File: config.mk
export PLATFORM = sky130hd
export DESIGN_NAME = tmx_reorder_port
export DESIGN_NICKNAME = d
export VERILOG_FILES = /design/src/rtl/tmx_pkg.sv /design/src/rtl/tmx_reorder_ctrl.sv /design/src/rtl/tmx_reorder_dp.sv /design/src/rtl/tmx_reorder_port.sv
export SDC_FILE = /design/constraint.sdc
export NUM_CORES = 1
export LEC_CHECK = 0
export ABC_AREA = 1
export ABC_CLOCK_PERIOD_IN_PS = 3310
export BUFFER_PORTS_ARGS = -buffer_cell sky130_fd_sc_hd__buf_2
export CAP_MARGIN = 20
export CORE_UTILIZATION = 35
export CTS_BUF_LIST = sky130_fd_sc_hd__clkbuf_8
export CTS_CLUSTER_SIZE = 16
export DETAILED_ROUTE_END_ITERATION = 10
export PLACE_DENSITY = 0.54
export SKIP_LAST_GASP = 1
export SYNTH_ARGS = -nofsm -noshare
export SYNTH_HDL_FRONTEND = slang
export SYNTH_SLANG_ARGS = --single-unit
File: constraint.sdc
create_clock -name clk -period 3.31 [get_ports clk]
set_input_delay 0.331 -clock clk [delete_from_list [all_inputs] [get_ports clk]]
set_output_delay 0.331 -clock clk [all_outputs]
set_load 0.01 [all_outputs]
File: src/rtl/tmx_pkg.sv
package tmx_pkg;

  // Largest grid the port can hold; all index widths follow from it.
  parameter int unsigned TMX_MAX_NODES = 16;
  localparam int unsigned IDX_W = $clog2(TMX_MAX_NODES);
  localparam int unsigned DIM_W = $clog2(TMX_MAX_NODES + 1);
  localparam int unsigned SUM_W = DIM_W + 1;

  typedef enum logic [1:0] {
    ROW_PULL_LEFT   = 2'd0,
    ROW_PULL_RIGHT  = 2'd1,
    RING_AHEAD_ROW  = 2'd2,
    RING_BEHIND_ROW = 2'd3
  } reorder_mode_e;

  // Control-to-datapath strobes and indices.
  typedef struct packed {
    logic             wrStore;
    logic             wrBank;
    logic [IDX_W-1:0] wrIdx;
    logic             rdBank;
    logic [IDX_W-1:0] rdIdx;
    logic [IDX_W-1:0] rdCol;
    logic [DIM_W-1:0] width;
    logic [DIM_W-1:0] count;
  } strobe_t;

endpackage

File: src/rtl/tmx_reorder_ctrl.sv
module tmx_reorder_ctrl
  import tmx_pkg::*;
(
  input  logic             clk,
  input  logic             rstN,
  input  logic             cfgLoad,
  input  logic [DIM_W-1:0] cfgWidth,
  input  logic [DIM_W-1:0] cfgHeight,
  input  logic             wrEn,
  input  logic             rdEn,
  output strobe_t          strobe,
  output logic             rdReady,
  output logic [1:0]       bankFull,
  output logic             cfgLocked
);

  localparam int unsigned PROD_W = 2 * DIM_W;

  logic [DIM_W-1:0]  widthQ, countQ;
  logic              lockedQ;
  logic              wrBankQ, rdBankQ;
  logic [IDX_W-1:0]  wrIdxQ, rdIdxQ, rdColQ;
  logic [1:0]        fullQ;

  logic [PROD_W-1:0] cfgProd;
  logic              cfgTake;
  logic [DIM_W-1:0]  lastIdx, lastCol;
  logic              wrAccept, wrLast, rdAccept, rdLast, rdColLast;

  always_comb begin
    cfgProd  = {{DIM_W{1'b0}}, cfgWidth} * {{DIM_W{1'b0}}, cfgHeight};
    cfgTake  = cfgLoad && !lockedQ && (cfgWidth != '0) && (cfgHeight != '0)
               && (cfgProd <= PROD_W'(TMX_MAX_NODES));
    lastIdx  = countQ - DIM_W'(1);
    lastCol  = widthQ - DIM_W'(1);
    wrAccept = wrEn && !fullQ[wrBankQ];
    wrLast   = ({1'b0, wrIdxQ} == lastIdx);
    rdAccept = rdEn && fullQ[rdBankQ];
    rdLast   = ({1'b0, rdIdxQ} == lastIdx);
    rdColLast = ({1'b0, rdColQ} == lastCol);
  end

  // Configuration registers: first legal load wins until reset.
  always_ff @(posedge clk) begin
    if (!rstN) begin
      widthQ  <= DIM_W'(1);
      countQ  <= DIM_W'(1);
      lockedQ <= 1'b0;
    end else if (cfgTake) begin
      widthQ  <= cfgWidth;
      countQ  <= cfgProd[DIM_W-1:0];
      lockedQ <= 1'b1;
    end
  end

  // Write sequencing.
  always_ff @(posedge clk) begin
    if (!rstN) begin
      wrIdxQ  <= '0;
      wrBankQ <= 1'b0;
    end else if (wrAccept) begin
      if (wrLast) begin
        wrIdxQ  <= '0;
        wrBankQ <= !wrBankQ;
      end else begin
        wrIdxQ <= wrIdxQ + IDX_W'(1);
      end
    end
  end

  // Read sequencing with a column tracker for the row modes.
  always_ff @(posedge clk) begin
    if (!rstN) begin
      rdIdxQ  <= '0;
      rdColQ  <= '0;
      rdBankQ <= 1'b0;
    end else if (rdAccept) begin
      if (rdLast) begin
        rdIdxQ  <= '0;
        rdColQ  <= '0;
        rdBankQ <= !rdBankQ;
      end else begin
        rdIdxQ <= rdIdxQ + IDX_W'(1);
        rdColQ <= rdColLast ? '0 : rdColQ + IDX_W'(1);
      end
    end
  end

  // Per-bank completion flags.
  for (genvar b = 0; b < 2; b++) begin : g_bank
    always_ff @(posedge clk) begin
      if (!rstN) begin
        fullQ[b] <= 1'b0;
      end else if (wrAccept && wrLast && (wrBankQ == 1'(b))) begin
        fullQ[b] <= 1'b1;
      end else if (rdAccept && rdLast && (rdBankQ == 1'(b))) begin
        fullQ[b] <= 1'b0;
      end
    end
  end

  always_comb begin
    strobe.wrStore = wrAccept;
    strobe.wrBank  = wrBankQ;
    strobe.wrIdx   = wrIdxQ;
    strobe.rdBank  = rdBankQ;
    strobe.rdIdx   = rdIdxQ;
    strobe.rdCol   = rdColQ;
    strobe.width   = widthQ;
    strobe.count   = countQ;
    rdReady        = fullQ[rdBankQ];
    bankFull       = fullQ;
    cfgLocked      = lockedQ;
  end

endmodule

File: src/rtl/tmx_reorder_dp.sv
module tmx_reorder_dp
  import tmx_pkg::*;
#(
  parameter reorder_mode_e MODE   = ROW_PULL_LEFT,
  parameter int unsigned   DATA_W = 32
) (
  input  logic              clk,
  input  strobe_t           strobe,
  input  logic              wrMsgValid,
  input  logic [DATA_W-1:0] wrData,
  output logic [SUM_W-1:0]  srcIdx,
  output logic              rdMsgValid,
  output logic [DATA_W-1:0] rdData
);

  localparam int unsigned SLOT_W = DATA_W + 1;

  logic [SLOT_W-1:0] slotMem [2][TMX_MAX_NODES];
  logic [SUM_W-1:0]  x, c, w, n;

  always_ff @(posedge clk) begin
    if (strobe.wrStore) begin
      slotMem[strobe.wrBank][strobe.wrIdx] <= {wrMsgValid, wrData};
    end
  end

  always_comb begin
    x = SUM_W'(strobe.rdIdx);
    c = SUM_W'(strobe.rdCol);
    w = SUM_W'(strobe.width);
    n = SUM_W'(strobe.count);
  end

  // Source instance for the current receiver, one variant per mode.
  if (MODE == ROW_PULL_LEFT) begin : g_left
    assign srcIdx = (c == '0) ? x + w - SUM_W'(1) : x - SUM_W'(1);
  end else if (MODE == ROW_PULL_RIGHT) begin : g_right
    assign srcIdx = (c == w - SUM_W'(1)) ? x - (w - SUM_W'(1)) : x + SUM_W'(1);
  end else if (MODE == RING_AHEAD_ROW) begin : g_ahead
    assign srcIdx = (x + w >= n) ? x + w - n : x + w;
  end else begin : g_behind
    assign srcIdx = (x < w) ? x + n - w : x - w;
  end

  logic [SLOT_W-1:0] rdSlot;
  always_comb begin
    rdSlot     = slotMem[strobe.rdBank][srcIdx[IDX_W-1:0]];
    rdMsgValid = rdSlot[DATA_W];
    rdData     = rdSlot[DATA_W-1:0];
  end

endmodule

File: src/rtl/tmx_reorder_port.sv
module tmx_reorder_port
  import tmx_pkg::*;
#(
  parameter reorder_mode_e MODE   = ROW_PULL_LEFT,
  parameter int unsigned   DATA_W = 32
) (
  input  logic              clk,
  input  logic              rstN,
  input  logic              cfgLoad,
  input  logic [DIM_W-1:0]  cfgWidth,
  input  logic [DIM_W-1:0]  cfgHeight,
  input  logic              wrEn,
  input  logic              wrMsgValid,
  input  logic [DATA_W-1:0] wrData,
  input  logic              rdEn,
  output logic              rdReady,
  output logic              rdMsgValid,
  output logic [DATA_W-1:0] rdData
);

  strobe_t          strobe;
  logic [1:0]       bankFull;
  logic             cfgLocked;
  logic [SUM_W-1:0] srcIdx;

  tmx_reorder_ctrl u_ctrl (
    .clk       (clk),
    .rstN      (rstN),
    .cfgLoad   (cfgLoad),
    .cfgWidth  (cfgWidth),
    .cfgHeight (cfgHeight),
    .wrEn      (wrEn),
    .rdEn      (rdEn),
    .strobe    (strobe),
    .rdReady   (rdReady),
    .bankFull  (bankFull),
    .cfgLocked (cfgLocked)
  );

  tmx_reorder_dp #(
    .MODE   (MODE),
    .DATA_W (DATA_W)
  ) u_dp (
    .clk        (clk),
    .strobe     (strobe),
    .wrMsgValid (wrMsgValid),
    .wrData     (wrData),
    .srcIdx     (srcIdx),
    .rdMsgValid (rdMsgValid),
    .rdData     (rdData)
  );

endmodule

# Word-level counts from Yosys, hierarchy flattened
# Memories as Yosys holds them, arrays and structs flattened. A register that Yosys moved wholly into a read port is not among the register bits.
# Index checks and enable logic that the tools add are counted.
# classes
n_addsub,8
multipliers,1
order_cmp,6
n_eq_ne,3
muxes,22
bitwise_logic,4
n_reduce_logical,24
# op_table
operator,count
528-bit 2-to-1 mux,1
33-bit binary-select mux with 4-bit select,1
33-bit demux with 4-bit select,1
33-bit 2-to-1 mux,3
4-bit 2-to-1 mux,5
4-bit by 5-bit equality test with 1-bit output,3
1-bit logical AND,13
4-bit by 1-bit adder with 4-bit output (second input constant),3
1-bit 2-to-1 mux,11
5-bit greater-or-equal comparator (second input constant),2
10-bit by 5-bit less-or-equal comparator with 1-bit output (second input constant),1
5-bit by 5-bit multiplier with 10-bit output,1
4-bit NOT with 5-bit output,2
5-bit nonzero test,2
5-bit by 1-bit subtractor with 5-bit output (second input constant),2
4-bit by 1-bit subtractor with 4-bit output (second input constant),2
6-bit logical NOT,1
5-bit by 1-bit less-than comparator with 1-bit output (second input constant),1
4-bit adder,1
1-bit logical NOT,4
1-bit by 2-bit less-than comparator with 1-bit output (second input constant),2
2-bit AND reduction,2
2-bit nonzero test,2
1-bit NOT,2
# word_totals
regBits,27
ram_bits,1056
inputBits,48
output_inout_bits,34
wordCells,79
mem_count,1
# mem_list
name,depth,word_bits,read_ports,rd_clocked_by_memory_dff,write_ports,line_no,source
u_dp.slotMem,2,528,1,1,1,tmx_reorder_dp.sv:18,logic [SLOT_W-1:0] slotMem [2][TMX_MAX_NODES];

# Longest topological paths before layout
# depth
word_depth,7
depth_mapped,20
ltp_nobuf,20

# By module
# Synthesis repeated with hierarchy kept, for this count alone.
# hier_totals
hier_cells,4004
area_unflattened_um2,46848.7
# by_module_without_submodules
module,n_inst,cells_per_inst,area_each_um2,seq_area_each_um2
tmx_reorder_dp,1,3645,44363.8,31710.4
tmx_reorder_ctrl,1,359,2484.9,540.5

# Least setup slack after synthesis
# OpenSTA, ideal clock, no wires.
# synth_path
path_kind,input port to flip-flop
start,input cfgHeight[4]
end,register u_ctrl.widthQ[0]
setup_ps,130
arrival_ps,3328
required_ps,3180
path_slack_ps,-148
cell_stages,15
n_path_buf,0
cell_sequence,nand2_1 -> fa_1 -> fa_1 -> inv_1 -> fa_1 -> ha_1 -> or2_2 -> nand3b_1 -> nand2_1 -> nor2_1 -> nand2_1 -> nor2_1 -> nand2_1 -> nand2_1 -> nand3_1
# synth_via
elab_chain_len,3
elab_cells_between_ends,5
cone_classes,mul: 1; order compare: 1; reduce/logical: 3
# synth_rtl
item,line_no,source
from (decl),tmx_reorder_port.sv:11,"input logic [DIM_W-1:0] cfgHeight,"
5-bit by 5-bit multiplier with 10-bit output or 5-bit nonzero test (tied branches),"tmx_reorder_ctrl.sv:31, tmx_reorder_ctrl.sv:32",
10-bit by 5-bit less-or-equal comparator with 1-bit output or 1-bit logical AND (tied branches),"tmx_reorder_ctrl.sv:33, tmx_reorder_ctrl.sv:32",
1-bit logical AND *,tmx_reorder_ctrl.sv:33,&& (cfgProd <= PROD_W'(TMX_MAX_NODES));
to (signal assigned),tmx_reorder_ctrl.sv:50,widthQ <= cfgWidth;
to (decl),tmx_reorder_ctrl.sv:19,"logic [DIM_W-1:0] widthQ, countQ;"
# Mark *: on every way between the ends. The rest lies on a longest branch, timed or not.
# A chain may end at the register's enable or synchronous reset.

# Worst setup path after layout
# layout_path
start,register u_ctrl.rdIdxQ[1]
end,output rdData[20]
# layout_via
elab_chain_len,7
elab_cells_between_ends,8
cone_classes,add/sub: 3; mux: 4; bitwise: 1
# layout_rtl
item,line_no,source
from (decl),tmx_reorder_ctrl.sv:22,"logic [IDX_W-1:0] wrIdxQ, rdIdxQ, rdColQ;"
from (signal assigned),tmx_reorder_ctrl.sv:83,rdIdxQ <= rdIdxQ + IDX_W'(1);
4-bit adder,tmx_reorder_dp.sv:36,assign srcIdx = (c == '0) ? x + w - SUM_W'(1) : x - SUM_W'(1);
4-bit by 1-bit subtractor with 4-bit output,tmx_reorder_dp.sv:36,
4-bit 2-to-1 mux *,tmx_reorder_dp.sv:36,
4-bit NOT with 5-bit output (not written as such) *,tmx_reorder_dp.sv:47,rdSlot = slotMem[strobe.rdBank][srcIdx[IDX_W-1:0]];
33-bit binary-select mux with 4-bit select *,tmx_reorder_dp.sv:47,
33-bit 2-to-1 mux (not written as such) * (2 in series),tmx_reorder_dp.sv:47,
to (decl),tmx_reorder_port.sv:18,output logic [DATA_W-1:0] rdData
# Mark *: on every way between the ends. The rest lies on a longest branch, timed or not. The select of a mux whose other input is x is not followed.

==> metrics <==
Synthesized Nets 3,951; commonest non-fill, non-tap cell in the layout edfxtp_1; Final Skew around 0.040 ns; WS Path Type reg -> out; Worst path slowest cell fa_2; area delta synth->final 19.4%; Slew Limit Headroom a little over half; Initial Util 35.3%; final HPWL from detailed placement 74,200 µm; via count 31,311; DR top layer met5; Detailed Route WL 142,000 µm; Peak Freq 0.273 GHz; first-pass GRT wire length 205,000 µm; pin count of the biggest net entering global routing 119; Mapped Area 45,000 µm²; commonest non-fill, non-tap cells in the layout 1,056 x edfxtp_1, 851 x nand2_1, 732 x nand3_1; wl on met1 61,700 µm; crit-path max FO 8; drt drc 0; fin nets 4,202; H-tree levels 4; Worst Tran Pin Value 0.701 ns; unrepaired setup endpoints after global routing true; max incr delay on CP approximately 0.43 ns; post-synth cell types 32; grt ovf 0; clk buf depth 3; Synth area leaders edfxtp_1 71%, nand3_1 8.7%, nand2_1 7.4%; Final setup viols 33; # clock sinks roughly 1,100; top cell type by total area after synthesis edfxtp_1; TritonRoute pass-1 iters 6; Main synth FF type edfxtp_1; Top Ports 82; number of global-route vias before repair between 30,000 and 40,000; CTS Buf Count 181; met3 WL about 10,000 µm; PortBufs 81; die height 360 µm; Root Buffer clkbuf_8; Worst setup SP type register; chip width about 360 µm; GP Congestion 0.769; fraction of layout cells with a size suffix above 1 about 15%; kind of end point of the critical path primary output; min-delay src wrData[12]; Yosys reg bits approximately 1,100; clock transition at the registers of the reported paths 0.07 ns; Die ar. 130,000 µm²; syn_area_per_cell 11.7 µm²; Fin. Hold Viols 0; area share of the largest cell type after synthesis 70.5%; Lkg Pwr 19.3 nW; CTS tree built; PwrDens 942 nW/µm²; Yosys Warn Count 0; CP startpoint u_ctrl.rdIdxQ[1]; r2r setup slk 0.81 ns; Routed Antenna Nets 0; run status complete, but fails checks; antenna violations before repair 12; failing checks setup timing; vias per inst around 5.3; met2 wire len 65,900 µm; max_cap viols 0; crit path time final 3.67 ns; Hold Path Class in -> reg; synthesized instance count 3,859; sequential element share of the synthesized area between 70% and 80%; dpl cell area 48,600 µm²; gr usage total 21.6%; cell chain of the critical path inv_2 > ha_4 > inv_2 > ha_4 > fa_2 > o21ai_4 > buf_12 > clkinv_16 > buf_16 > buf_6 > nand3_1 > nand3_2 > nand2_4 > buf_6; mean routed wirelength per cell around 24 µm; hold slack around 0.065 ns; setup ws final -0.358 ns; Peak VDD IR 0.000781 V; Core ar. 128,000 µm²; Final Cell Area 53,700 µm²; Worst EP arrival about 3.3 ns; worst r2r src u_ctrl.wrBankQ; Clock Latency Late Sink 0.87 ns; DRT iter0 DRCs 3,110; period utilisation layout 111%; FP Rows around 130; Final Max Tran Viols 0; Post-synth EDFFs 1,056; Worst Path Required approximately 3 ns; Async S/R FF share, synth 0%
## logic make-up after synthesis
group           share of synthesized area [%]
xor+xnor                                0.370
simple gates                             21.2
buf+inv                                  3.21
compound gates                           2.03
flops                                    71.8
fa+ha+maj                                1.39
## critical path: cells and delay by family, from the launching register on
family	cells	cell delay, ns
DFF	1	0.34
and+or+nand+nor	3	0.31
AOI/OAI and AO/OA	1	0.16
adders and majority gates	3	0.83
buffers and inverters	7	0.82
## sequential cells by signal, summed over array words and instances, names as in the netlist, named ones only
signal,cells
u_ctrl.widthQ,5
u_ctrl.cfgLocked,1
u_ctrl.rdColQ,4
u_ctrl.wrIdxQ,4
u_ctrl.rdBankQ,1
u_ctrl.bankFull,2
u_ctrl.rdIdxQ,4
u_ctrl.wrBankQ,1
u_ctrl.countQ,5
u_dp.slotMem,1056
## path summary, 6_finish.rpt
kind	end	depth (start not counted)
setup / recovery	rdData[20]	14
hold / removal	u_dp.slotMem[0][243]	1
setup reg to reg	u_dp.slotMem[1][237]	7
hold reg to reg	u_ctrl.cfgLocked	2
## synthesized netlist by cell type (all sizes together), types with 4 or more instances
cell,instances
edfxtp,1056
nor2,426
nand3b,4
nand4,86
nand2,895
o21ai,173
nand3,784
buf,111
or2,4
ha,34
xnor2,8
xor2,11
inv,93
fa,10
dfxtp,28
clkbuf,123
a21oi,8
## through the flow
step | worst slack (ns) | TNS (ns) | utilization (%) | std cells | power, mW
global route | -0.488 | -14.31 | 42.1 | 5917 | 52.8
floorplan | 0.0167 | 0 | - | 3859 | 26.4
detailed placement | -0.403 | -4.03 | 38.1 | 5519 | 35.4
finish | -0.358 | -9.87 | 42.1 | 5918 | 50.6
global placement | -0.344 | -3.49 | 38.1 | 5519 | 35.4
CTS | -0.452 | -13.70 | 41.7 | 5908 | 49.4
## where the power goes
group | internal [mW] | leakage (nW) | switching (mW)
Combinational | 8.68 | 7.73 | 15.5
Sequential | 15.5 | 9.74 | 0.152
Clock | 5.28 | 1.87 | 5.43
## cell type report
type                            count  area (µm²)
Multi-Input combinational cell   2450       12200
Sequential cell                  1084       32300
Timing Repair Buffer              299        3480
Fill cell                       11897       73900
Antenna cell                        3        7.51
Inverter                           94         407
Clock buffer                      182        2500
Tap cell                         1662        2080
Clock inverter                    144         686
## per-layer routing
layer / vias to the layer above / global-route usage, %
met4: 8 / 7.84
met5: - / 0
met3: 262 / 3.94
met1: 15613 / 29.7
met2: 1224 / 34.0
li1: 14204 / -
## timing repair
item | in CTS | in global routing
hold buffers | 40 | 0
pin swaps | 36 | 37
gates resized for setup | 131 | 81
cloned | 10 | 3
hold endpoints to repair | 1036 | 0
setup endpoints to repair | 33 | 44
buffers inserted | 14 | 6
No activity file was read; power rests on OpenSTA's default activity.
